## src/rtl/irqc_pkg.sv

```systemverilog
package irqc_pkg;
  localparam int unsigned SRC_COUNT = 64;
  localparam int unsigned BUS_W     = 32;
  localparam int unsigned WADDR_W   = 10;
  localparam int unsigned PRI_W     = 4;
  localparam int unsigned LVL_W     = 5;

  localparam logic [WADDR_W-1:0] OFS_CTRL      = 10'd0;
  localparam logic [WADDR_W-1:0] OFS_LEVEL     = 10'd1;
  localparam logic [WADDR_W-1:0] OFS_EN_SET    = 10'd2;
  localparam logic [WADDR_W-1:0] OFS_EN_CLR    = 10'd3;
  localparam logic [WADDR_W-1:0] OFS_EN_HI     = 10'd4;
  localparam logic [WADDR_W-1:0] OFS_EN_LO     = 10'd5;
  localparam logic [WADDR_W-1:0] OFS_TYPE_HI   = 10'd6;
  localparam logic [WADDR_W-1:0] OFS_TYPE_LO   = 10'd7;
  localparam logic [WADDR_W-1:0] OFS_PRI_FIRST = 10'd8;
  localparam logic [WADDR_W-1:0] OFS_PRI_LAST  = 10'd15;
  localparam logic [WADDR_W-1:0] OFS_VEC_NORM  = 10'd16;
  localparam logic [WADDR_W-1:0] OFS_VEC_FAST  = 10'd17;
  localparam logic [WADDR_W-1:0] OFS_RAW_HI    = 10'd18;
  localparam logic [WADDR_W-1:0] OFS_RAW_LO    = 10'd19;
  localparam logic [WADDR_W-1:0] OFS_FORCE_HI  = 10'd20;
  localparam logic [WADDR_W-1:0] OFS_FORCE_LO  = 10'd21;
  localparam logic [WADDR_W-1:0] OFS_NPEND_HI  = 10'd22;
  localparam logic [WADDR_W-1:0] OFS_NPEND_LO  = 10'd23;
  localparam logic [WADDR_W-1:0] OFS_FPEND_HI  = 10'd24;
  localparam logic [WADDR_W-1:0] OFS_FPEND_LO  = 10'd25;
  localparam logic [WADDR_W-1:0] OFS_TBL_FIRST = 10'h040;
  localparam logic [WADDR_W-1:0] OFS_TBL_LAST  = 10'h0BF;

  localparam logic [BUS_W-1:0] IDLE_MARKER = 32'd4;
  localparam logic [BUS_W-1:0] NO_VECTOR   = 32'hFFFF_0000;
endpackage

```

## src/rtl/irqc_src_bank.sv

```systemverilog
module irqc_src_bank #(
  parameter int unsigned N = 64
) (
  input  logic         clk,
  input  logic         rst_n,
  input  logic [N-1:0] line_i,
  input  logic [N-1:0] force_mask_i,
  input  logic [N-1:0] force_val_i,
  input  logic [N-1:0] ack_mask_i,
  output logic [N-1:0] pend_o
);
  logic [N-1:0] line_q;
  logic [N-1:0] rise;
  logic [N-1:0] fall;
  logic [N-1:0] pend_d;

  assign rise = line_i & ~line_q;
  assign fall = ~line_i & line_q;

  // per source: acknowledge beats force, force beats line edges
  for (genvar i = 0; i < N; i++) begin : g_bit
    assign pend_d[i] = ack_mask_i[i]   ? 1'b0 :
                       force_mask_i[i] ? force_val_i[i] :
                       rise[i]         ? 1'b1 :
                       fall[i]         ? 1'b0 : pend_o[i];
  end

  always_ff @(posedge clk) begin
    if (!rst_n) begin
      line_q <= '0;
      pend_o <= '0;
    end else begin
      line_q <= line_i;
      pend_o <= pend_d;
    end
  end


  rise_sets_chk: assert property (@(posedge clk) disable iff (!rst_n)
    (|(rise & ~force_mask_i & ~ack_mask_i)) |=>
    ((pend_o & $past(rise & ~force_mask_i & ~ack_mask_i)) == $past(rise & ~force_mask_i & ~ack_mask_i)));


  fall_clears_chk: assert property (@(posedge clk) disable iff (!rst_n)
    (|(fall & ~force_mask_i)) |=> ((pend_o & $past(fall & ~force_mask_i)) == '0));
endmodule

```

## src/rtl/irqc_prio_gate.sv

```systemverilog
module irqc_prio_gate #(
  parameter int unsigned N  = 64,
  parameter int unsigned PW = 4,
  parameter int unsigned LW = 5
) (
  input  logic [N-1:0]    cand_i,
  input  logic [N*PW-1:0] prio_i,
  input  logic [LW-1:0]   level_i,
  output logic            req_o
);
  localparam logic [LW-1:0] OPEN_LEVEL = '1;

  logic [N-1:0] above;

  for (genvar i = 0; i < N; i++) begin : g_cmp
    assign above[i] = {{(LW-PW){1'b0}}, prio_i[i*PW +: PW]} > level_i;
  end

  assign req_o = (level_i == OPEN_LEVEL) ? (|cand_i) : (|(cand_i & above));
endmodule

```

## src/rtl/irqc_first_set.sv

```systemverilog
module irqc_first_set #(
  parameter int unsigned N  = 64,
  parameter int unsigned IW = $clog2(N)
) (
  input  logic [N-1:0]  vec_i,
  output logic          found_o,
  output logic [IW-1:0] idx_o
);
  always_comb begin
    found_o = |vec_i;
    idx_o   = '0;
    for (int i = N - 1; i >= 0; i--) begin
      if (vec_i[i]) idx_o = IW'(i);
    end
  end
endmodule

```

## src/rtl/irq_vector_ctrl.sv

```systemverilog
module irq_vector_ctrl
  import irqc_pkg::*;
#(
  parameter int unsigned NUM_SRC = SRC_COUNT,
  parameter int unsigned DW      = BUS_W,
  parameter int unsigned PW      = PRI_W,
  parameter int unsigned LW      = LVL_W
) (
  input  logic               clk,
  input  logic               rst_n,
  input  logic [NUM_SRC-1:0] irq_lines,
  input  logic               bus_wr,
  input  logic               bus_rd,
  input  logic [WADDR_W-1:0] bus_addr,
  input  logic [DW-1:0]      bus_wdata,
  output logic [DW-1:0]      bus_rdata,
  output logic               fast_irq,
  output logic               normal_irq
);
  localparam int unsigned IW         = $clog2(NUM_SRC);
  localparam int unsigned HALF       = NUM_SRC / 2;
  localparam int unsigned PRIO_WORDS = NUM_SRC * PW / DW;
  localparam int unsigned PSW        = $clog2(PRIO_WORDS);
  localparam int unsigned VEC_PAD    = DW / 2 - IW;

  logic [DW-1:0]                    ctrl_q;
  logic [LW-1:0]                    level_q;
  logic [NUM_SRC-1:0]               en_q;
  logic [NUM_SRC-1:0]               type_q;
  logic [PRIO_WORDS-1:0][DW-1:0]    prio_q;

  logic [NUM_SRC-1:0] pend;
  logic [NUM_SRC-1:0] norm_cand;
  logic [NUM_SRC-1:0] fast_cand;
  logic [NUM_SRC-1:0] force_mask;
  logic [NUM_SRC-1:0] force_val;
  logic [NUM_SRC-1:0] ack_mask;
  logic               n_found;
  logic               f_found;
  logic [IW-1:0]      n_idx;
  logic [IW-1:0]      f_idx;
  logic               n_req;
  logic               pri_hit;
  logic [PSW-1:0]     pri_slot;
  logic               idx_ok;

  assign norm_cand = pend & en_q & ~type_q;
  assign fast_cand = pend & en_q & type_q;
  assign pri_hit   = (bus_addr >= OFS_PRI_FIRST) && (bus_addr <= OFS_PRI_LAST);
  assign pri_slot  = PSW'(OFS_PRI_LAST - bus_addr);
  assign idx_ok    = bus_wdata < DW'(NUM_SRC);

  irqc_src_bank #(.N(NUM_SRC)) u_bank (
    .clk          (clk),
    .rst_n        (rst_n),
    .line_i       (irq_lines),
    .force_mask_i (force_mask),
    .force_val_i  (force_val),
    .ack_mask_i   (ack_mask),
    .pend_o       (pend)
  );

  irqc_first_set #(.N(NUM_SRC), .IW(IW)) u_first_norm (
    .vec_i   (norm_cand),
    .found_o (n_found),
    .idx_o   (n_idx)
  );

  irqc_first_set #(.N(NUM_SRC), .IW(IW)) u_first_fast (
    .vec_i   (fast_cand),
    .found_o (f_found),
    .idx_o   (f_idx)
  );

  irqc_prio_gate #(.N(NUM_SRC), .PW(PW), .LW(LW)) u_gate (
    .cand_i  (norm_cand),
    .prio_i  (prio_q),
    .level_i (level_q),
    .req_o   (n_req)
  );

  // force writes replace one half of the pending vector
  always_comb begin
    force_mask = '0;
    force_val  = '0;
    if (bus_wr && bus_addr == OFS_FORCE_HI) begin
      force_mask[NUM_SRC-1:HALF] = '1;
      force_val[NUM_SRC-1:HALF]  = bus_wdata;
    end
    if (bus_wr && bus_addr == OFS_FORCE_LO) begin
      force_mask[HALF-1:0] = '1;
      force_val[HALF-1:0]  = bus_wdata;
    end
  end

  // vector reads acknowledge the reported source
  always_comb begin
    ack_mask = '0;
    if (bus_rd && bus_addr == OFS_VEC_NORM && n_found) ack_mask[n_idx] = 1'b1;
    if (bus_rd && bus_addr == OFS_VEC_FAST && f_found) ack_mask[f_idx] = 1'b1;
  end

  // register writes
  always_ff @(posedge clk) begin
    if (!rst_n) begin
      ctrl_q  <= '0;
      level_q <= '1;
      en_q    <= '0;
      type_q  <= '0;
      prio_q  <= '0;
    end else if (bus_wr) begin
      case (bus_addr)
        OFS_CTRL:    ctrl_q <= bus_wdata;
        OFS_LEVEL:   level_q <= bus_wdata[LW-1:0];
        OFS_EN_SET:  if (idx_ok) en_q[bus_wdata[IW-1:0]] <= 1'b1;
        OFS_EN_CLR:  if (idx_ok) en_q[bus_wdata[IW-1:0]] <= 1'b0;
        OFS_EN_HI:   en_q[NUM_SRC-1:HALF] <= bus_wdata;
        OFS_EN_LO:   en_q[HALF-1:0] <= bus_wdata;
        OFS_TYPE_HI: type_q[NUM_SRC-1:HALF] <= bus_wdata;
        OFS_TYPE_LO: type_q[HALF-1:0] <= bus_wdata;
        default:     if (pri_hit) prio_q[pri_slot] <= bus_wdata;
      endcase
    end
  end

  // read mux
  always_comb begin
    bus_rdata = '0;
    case (bus_addr)
      OFS_CTRL:     bus_rdata = ctrl_q;
      OFS_LEVEL:    bus_rdata = {{(DW-LW){1'b0}}, level_q};
      OFS_EN_HI:    bus_rdata = en_q[NUM_SRC-1:HALF];
      OFS_EN_LO:    bus_rdata = en_q[HALF-1:0];
      OFS_TYPE_HI:  bus_rdata = type_q[NUM_SRC-1:HALF];
      OFS_TYPE_LO:  bus_rdata = type_q[HALF-1:0];
      OFS_VEC_NORM: bus_rdata = n_found ? {{VEC_PAD{1'b0}}, n_idx, {(DW/2){1'b0}}} : NO_VECTOR;
      OFS_VEC_FAST: bus_rdata = f_found ? {{VEC_PAD{1'b0}}, f_idx, {(DW/2){1'b0}}} : NO_VECTOR;
      OFS_RAW_HI:   bus_rdata = pend[NUM_SRC-1:HALF];
      OFS_RAW_LO:   bus_rdata = pend[HALF-1:0];
      OFS_NPEND_HI: bus_rdata = norm_cand[NUM_SRC-1:HALF];
      OFS_NPEND_LO: bus_rdata = norm_cand[HALF-1:0];
      OFS_FPEND_HI: bus_rdata = fast_cand[NUM_SRC-1:HALF];
      OFS_FPEND_LO: bus_rdata = fast_cand[HALF-1:0];
      OFS_TBL_FIRST: bus_rdata = IDLE_MARKER;
      default:      if (pri_hit) bus_rdata = prio_q[pri_slot];
    endcase
  end

  // registered request outputs
  always_ff @(posedge clk) begin
    if (!rst_n) begin
      fast_irq   <= 1'b0;
      normal_irq <= 1'b0;
    end else begin
      fast_irq   <= |fast_cand;
      normal_irq <= n_req;
    end
  end


  fast_raise_chk: assert property (@(posedge clk) disable iff (!rst_n)
    (|fast_cand) |=> fast_irq);


  normal_quiet_chk: assert property (@(posedge clk) disable iff (!rst_n)
    (!(|norm_cand)) |=> !normal_irq);


  level_width_chk: assert property (@(posedge clk) disable iff (!rst_n)
    (bus_rd && bus_addr == OFS_LEVEL) |-> (bus_rdata[DW-1:LW] == '0));


  enable_set_chk: assert property (@(posedge clk) disable iff (!rst_n)
    (bus_wr && bus_addr == OFS_EN_SET && idx_ok) |=> en_q[$past(bus_wdata[IW-1:0])]);


  lowest_vec_chk: assert property (@(posedge clk) disable iff (!rst_n)
    n_found |-> (norm_cand[n_idx] &&
                 ((norm_cand & ((NUM_SRC'(1) << n_idx) - NUM_SRC'(1))) == '0)));


  vec_ack_chk: assert property (@(posedge clk) disable iff (!rst_n)
    (bus_rd && bus_addr == OFS_VEC_NORM && n_found) |=> !pend[$past(n_idx)]);


  table_ignore_chk: assert property (@(posedge clk) disable iff (!rst_n)
    (bus_wr && bus_addr >= OFS_TBL_FIRST && bus_addr <= OFS_TBL_LAST) |=>
    ($stable(en_q) && $stable(type_q) && $stable(ctrl_q) && $stable(level_q)));
endmodule

```

## config.mk

```make
export PLATFORM = sky130hd
export DESIGN_NAME = irq_vector_ctrl
export DESIGN_NICKNAME = d
export VERILOG_FILES = /design/src/rtl/irqc_pkg.sv /design/src/rtl/irqc_src_bank.sv /design/src/rtl/irqc_prio_gate.sv /design/src/rtl/irqc_first_set.sv /design/src/rtl/irq_vector_ctrl.sv
export SDC_FILE = /design/constraint.sdc
export NUM_CORES = 2
export LEC_CHECK = 0
export BUFFER_PORTS_ARGS = -buffer_cell sky130_fd_sc_hd__buf_2
export CAP_MARGIN = 40
export CORE_UTILIZATION = 55
export DETAILED_ROUTE_END_ITERATION = 6
export PLACE_DENSITY = 0.77
export SKIP_LAST_GASP = 1
export SLEW_MARGIN = 20
export SYNTH_ARGS = -nofsm -noshare
export SYNTH_HDL_FRONTEND = slang
export SYNTH_SLANG_ARGS = --single-unit
```

## constraint.sdc

```tcl
create_clock -name clk -period 3.84 [get_ports clk]
set_clock_uncertainty 0.1 [all_clocks]
set_input_delay 0.96 -clock clk [delete_from_list [all_inputs] [get_ports clk]]
set_output_delay 0.96 -clock clk [all_outputs]
set_load 0.02 [all_outputs]
```

After elaboration in Yosys (flattened, before gate mapping):

Cells that the tools add are included.

* register bits after elaboration: 551
* bits of input ports: 110
* output and inout port bits: 34
* logic and storage cells: 692

* add/sub/neg operators: 1
* order comparisons: 75
* equality and inequality tests: 21
* multiplexer cells: 346
* bitwise logic cells: 15
* reductions and logical operators: 153

Operator list (count)
* $mux W6: 128
* $pmux W32 S15: 1
* $and A64 B64 Y64: 7
* $gt A4 B5 Y1: 64
* $mux W32: 9
* $bwmux W256: 1
* $mux W64: 4
* $not A64 Y64: 4
* $reduce_bool A3 Y1: 66
* $mux W1: 196
* $pmux W32 S3: 2
* $reduce_or A64 Y1: 3
* $or A64 B64 Y64: 2
* $reduce_or A2 Y1: 64
* $eq A10 B5 Y1 const B: 10
* $bmux W32 S3: 1
* $demux W32 S3: 1
* $eq A10 B3 Y1 const B: 4
* $lt A32 B7 Y1 const B: 1
* $lt A6 B7 Y1 const B: 3
* $eq A10 B2 Y1 const B: 2
* $demux W1 S6: 3
* $ge A6 B1 Y1 const B: 3
* $logic_and A1 B1 Y1: 11
* 15 further kinds: 21

Logic depth before layout (Yosys ltp):

* depth after elaboration: 74
* depth in mapped cells: 11
* gate-level depth less buffers: 10

Hierarchy:

A second synthesis with hierarchy kept.

* cells, all modules: 4800
* area, all modules: 37338.3 sq um

By module, submodules not included
* irq_vector_ctrl: times used 1, cells an instance 3166, area each 24186.9 sq um, sequential area each 8468.1 sq um
* irqc_prio_gate: times used 1, cells an instance 754, area each 6032.0 sq um, sequential area each 0.0 sq um
* irqc_src_bank: times used 1, cells an instance 590, area each 5345.1 sq um, sequential area each 2562.5 sq um
* irqc_first_set: times used 2, cells an instance 145, area each 887.1 sq um, sequential area each 0.0 sq um

Least setup slack after synthesis:

Ideal clock, no wire load.

* path type: input port to output port
* start: in bus_addr[9]
* end: out bus_rdata[0]
* arrival time: 3.294 ns
* required time: 2.780 ns
* setup slack: -0.514 ns
* stages on the path: 10
* path buffers: 3
* cells stage by stage: or4_4 > nor4b_4 > buf_2 > nor3b_2 > buf_2 > buf_2 > nand2_1 > nand4_1 > a221oi_1 > a31oi_1

* longest elaborated chain between the ends: 4
* elaborated cells on any way between the ends: 20
* classes of those cells: order compare: 2; eq/ne: 14; mux: 2; reduce/logical: 2

Ends and longest elaborated chain
* start, declared: RTL line irq_vector_ctrl.sv:14 `input logic [WADDR_W-1:0] bus_addr,`
* $ge A10 B4 Y1 / $le A10 B4 Y1 (equally long branches): RTL line irq_vector_ctrl.sv:49 `assign pri_hit = (bus_addr >= OFS_PRI_FIRST) && (bus_addr <= OFS_PRI_LAST);`
* $logic_and A1 B1 Y1: RTL line irq_vector_ctrl.sv:49
* $mux W32: RTL line irq_vector_ctrl.sv:145 `default: if (pri_hit) bus_rdata = prio_q[pri_slot];`
* $pmux W32 S15 (*): RTL line irq_vector_ctrl.sv:129 `case (bus_addr)`
* end, declared: RTL line irq_vector_ctrl.sv:16 `output logic [DW-1:0] bus_rdata,`

Every way passes the cells marked *; elsewhere a longest branch is shown, timed or not.

Final worst setup path:

* start: reg u_bank.pend_o[40]
* end: out bus_rdata[16]

* longest elaborated chain between the ends: 45
* elaborated cells on any way between the ends: 90
* classes of those cells: mux: 85; bitwise: 3; reduce/logical: 2

Ends and longest elaborated chain
* start, declared: RTL line irqc_src_bank.sv:10 `output logic [N-1:0] pend_o`
* start signal, assigned: RTL line irqc_src_bank.sv:34 `pend_o <= pend_d;`
* $and A64 B64 Y64 (*): RTL line irq_vector_ctrl.sv:47, irq_vector_ctrl.sv:48
* $and A64 B64 Y64 (on tied branches): RTL line irq_vector_ctrl.sv:48, irq_vector_ctrl.sv:47
* $mux W6 (41 in a row): RTL line irqc_first_set.sv:13 `if (vec_i[i]) idx_o = IW'(i);`
* $mux W32 (on tied branches): RTL line irq_vector_ctrl.sv:137, irq_vector_ctrl.sv:136
* $pmux W32 S15 (*): RTL line irq_vector_ctrl.sv:129

Marked as above.

==> flow_summary_export.csv <==
group,metric,value,unit
timing,post-route-period-util,116.1,%
routing,via_count,40923,
timing,final-max-slew-violation-count,0,
timing,timing.final.ws_setup,-617.1,ps
pwr,power_frac_seq,43.3,%
global_routing,grtUsageTotal,49.65,%
clocking,clk_pin_slew,60,ps
yosys,synth_cell_types,90,
outcome,violations,"design-rule violations, negative setup slack",
place,place.gp.congestion,1.100,
yosys,async_reset_ff_share,0,%
clocking,cts_tree,"yes",
outcome,outcome,"finished, violations left",
place,hpwlAfterDp,129.4,mm
worst_setup_path,rr_worst_depth,12,
finish,fillers,5070,
worst_setup_path,end_kind,"output port",
worst_setup_path,cp_max_fo,5,
clocking,cts_max_level,3,
yosys,avgSynthCellArea,8.272,um^2
timing,rsz0062_at_grt,"true",
clocking,insertion_delay,640,ps
worst_setup_path,crit_path_start_kind,"flip-flop",
routing,routedWlPerCell,29.11,um
yosys,synth_area,0.03656,mm^2
routing,vias_per_cell,6.877,
timing,max_clock_freq,224.4,MHz
worst_setup_path,crit_required,2780,ps
floorplan,initial_utilization,55.61,%
global_routing,antenna_found_initial,9,
finish,finish.utilization,71.04,%
floorplan,ios,144,
timing,setup_viol,32,
timing,min_period,4457,ps
min_path,hold_start,"prio_q[204]",
routing,drtIter0Drc,6879,
clocking,clockRootBuffer,"clkbuf_16",
pwr,leakagePower,19.28,nW
yosys,seq_area_frac_synth,30.17,%
place,port_buffers,143,
pwr,power_density,293.0,mW/mm^2
worst_setup_path,worstSetupPathType,"flip-flop to output port",
run,cap_violations,0,
global_routing,overflow,0,
yosys,synth_edf_count,0,
global_routing,grt_pass1_vias,37522,
worst_setup_path,rr_startpoint,"type_q[10]",
yosys,synth_seq_cells,551,
routing,drt-met1-wl,62.50,mm
routing,wl,173.2,mm
worst_setup_path,rrSetupSlack,170,ps
min_path,holdPathStages,2,
finish,num-nets-final,5394,
timing,relSlewSlack,31.87,%
global_routing,grt_pass1_wl,247.5,mm
pwr,p_int,0.01013,W
worst_setup_path,rr_endpoint,"u_bank.pend_o[6]",
yosys,synth.net_count,4786,
routing,wl_met3,22.96,mm
place,placedCellCount,5778,
worst_setup_path,crit_arrival,3400,ps
clocking,clockBufferDepth,3,
finish,syn2layout_area_growth,27.74,%
timing,hold_viol_final,0,
finish,final_cell_count_no_fill,5951,
floorplan,die_y,259.8,um
clocking,hold_buffers,0,
floorplan,dieArea,0.06751,mm^2
pwr,p_sw_share,25.96,%
min_path,holdPathEnd,"prio_q[204]",
global_routing,grt_max_degree,141,
clocking,cts_sinks,551,
pwr,power_frac_clock,48.7,%
routing,top_layer,"met5",
routing,drc,8,
routing,route.met2.wl,70.89,mm
pwr,pwr-share-comb,8.0,%
yosys,syn-instance-count,4420,
pwr,irDropWorstVdd,339.3,uV
floorplan,row_count,94,
routing,first_pass_iters,7,
timing,tightest_slew,1022,ps
min_path,min_path_type,"flip-flop to flip-flop",
floorplan,fp.dieW,259.8,um
clocking,cts_inserted_buffers,66,
yosys,synth_warnings,0,
yosys,yosys_most_used_dff,"dfxtp_1",
routing,ant_nets,0,
pwr,switchingPower,0.003552,W
floorplan,core,0.06575,mm^2
finish,drive_gt1_share,24.98,%
-- registers in the layout, indices dropped and copies added, names as in the netlist --
register,cells
ctrl_q,32
en_q,64
fast_irq,1
level_q,5
normal_irq,1
prio_q,256
type_q,64
u_bank.line_q,64
u_bank.pend_o,64
-- area by class of cell --
cell class              count  area, um^2  area share, %
diodes                      7       17.52        0.03751
clock buffers              96        1956          4.187
clock inverters            24       300.3         0.6429
inverters                 150       563.0          1.206
multi-input cells        3403       24610          52.69
flip-flops and latches    551       11060          23.69
well taps                 864        1081          2.315
repair buffers            856        7117          15.24
-- critical path: stages, from the launching register on --
cell and delay, ps:
dfxtp_1 470, and3b_1 300, o21ai_0 150, a21oi_2 240, buf_4 140, o211ai_1 90
o211ai_1 480, and2_4 270, nor3_1 50, o32a_1 410, buf_6 160
-- stage by stage --
stage / setup TNS [ps] / setup WS [ps] / total power [W] / hold slack [ps] / cell area, um^2
after floorplan: -5628 / -281.9 / 0.006494 / 335.1 / 36870
after global placement: -17960 / -565.9 / 0.007053 / 343.1 / 42990
after detailed placement: -18350 / -571.6 / 0.007068 / 348.0 / 43020
after CTS: -13110 / -523.4 / 0.01360 / 356.1 / 46050
after global routing: -16680 / -640.4 / 0.01392 / 371.6 / 46690
final: -15380 / -617.1 / 0.01368 / 358.2 / 46700
-- logic make-up (layout without fill, tap and decap cells) --
logic type / count (synthesis) / after routing / synth area share (%)
flops: 551 / 551 / 30.17
compound gates: 1062 / 1062 / 19.84
buf+inv: 466 / 1126 / 5.020
fa+ha+maj: 256 / 256 / 8.761
mux: 273 / 273 / 9.708
simple gates: 1812 / 1812 / 26.50
other cells: 0 / 7 / 0
-- worst max-delay path by stage --
| stage | slack (ps) | end | cells after the start | from |
|---|---|---|---|---|
| finish | -620 | bus_rdata[16] | 10 | u_bank.pend_o[40] |
| detailed placement | -570 | bus_rdata[26] | 13 | bus_addr[7] |
| global placement | -570 | bus_rdata[27] | 11 | bus_addr[7] |
| floorplan | -280 | bus_rdata[22] | 9 | bus_addr[7] |
| global route | -640 | bus_rdata[16] | 10 | u_bank.pend_o[40] |
| CTS | -520 | bus_rdata[16] | 11 | bus_addr[9] |
-- Yosys cell counts (all sizes together) (114+ instances only) --
master | number | share of area, %
a21boi | 143 | 2.9
a21oi | 227 | 3.1
a221oi | 114 | 2.7
clkbuf | 251 | 2.6
dfxtp | 551 | 30
ha | 256 | 8.8
inv | 150 | 1.5
mux2i | 196 | 5.4
nand2 | 615 | 6.3
nand3 | 239 | 3.3
nor2b | 269 | 4.6
o21ai | 221 | 3.0
-- metal layers --
metal | GRT usage, % | up-vias
met4 | 38.43 | 10
li1 | - | 17540
met1 | 61.99 | 19293
met2 | 71.74 | 3218
met5 | 0 | -
met3 | 14.29 | 862
-- power groups by stage --
stage / logic [W] / clock network [W] / registers, W
2_1_floorplan: 0.000498 / 0 / 0.00600
3_3_place_gp: 0.00102 / 0 / 0.00603
3_5_place_dp: 0.00104 / 0 / 0.00603
4_1_cts: 0.00105 / 0.00664 / 0.00591
5_1_grt: 0.00114 / 0.00687 / 0.00591
6_report: 0.00110 / 0.00666 / 0.00592
-- cell usage in the layout, fill, tap and decap left out, types with 68 or more instances in the layout --
| cell | instances |
|---|---|
| dfxtp_1 | 531 |
| nor2b_1 | 265 |
| o211ai_1 | 79 |
| a21boi_0 | 107 |
| ha_1 | 256 |
| nand3_1 | 232 |
| mux2i_1 | 195 |
| nand4_1 | 103 |
| buf_2 | 108 |
| o21ai_0 | 181 |
| inv_1 | 145 |
| clkbuf_16 | 68 |
| a21oi_1 | 216 |
| and2_1 | 79 |
| a221oi_1 | 107 |
| buf_4 | 626 |
| nand2_1 | 598 |
| nor2_1 | 74 |
-- what timing repair did --
| action | CTS | global route |
|---|---|---|
| setup endpoints to repair | 32 | 32 |
| resized for setup | 152 | 128 |
| pin swaps | 40 | 66 |
| buffers inserted | 24 | 20 |
| gates cloned | 3 | 1 |
No activity file was read; power rests on OpenSTA's default activity.
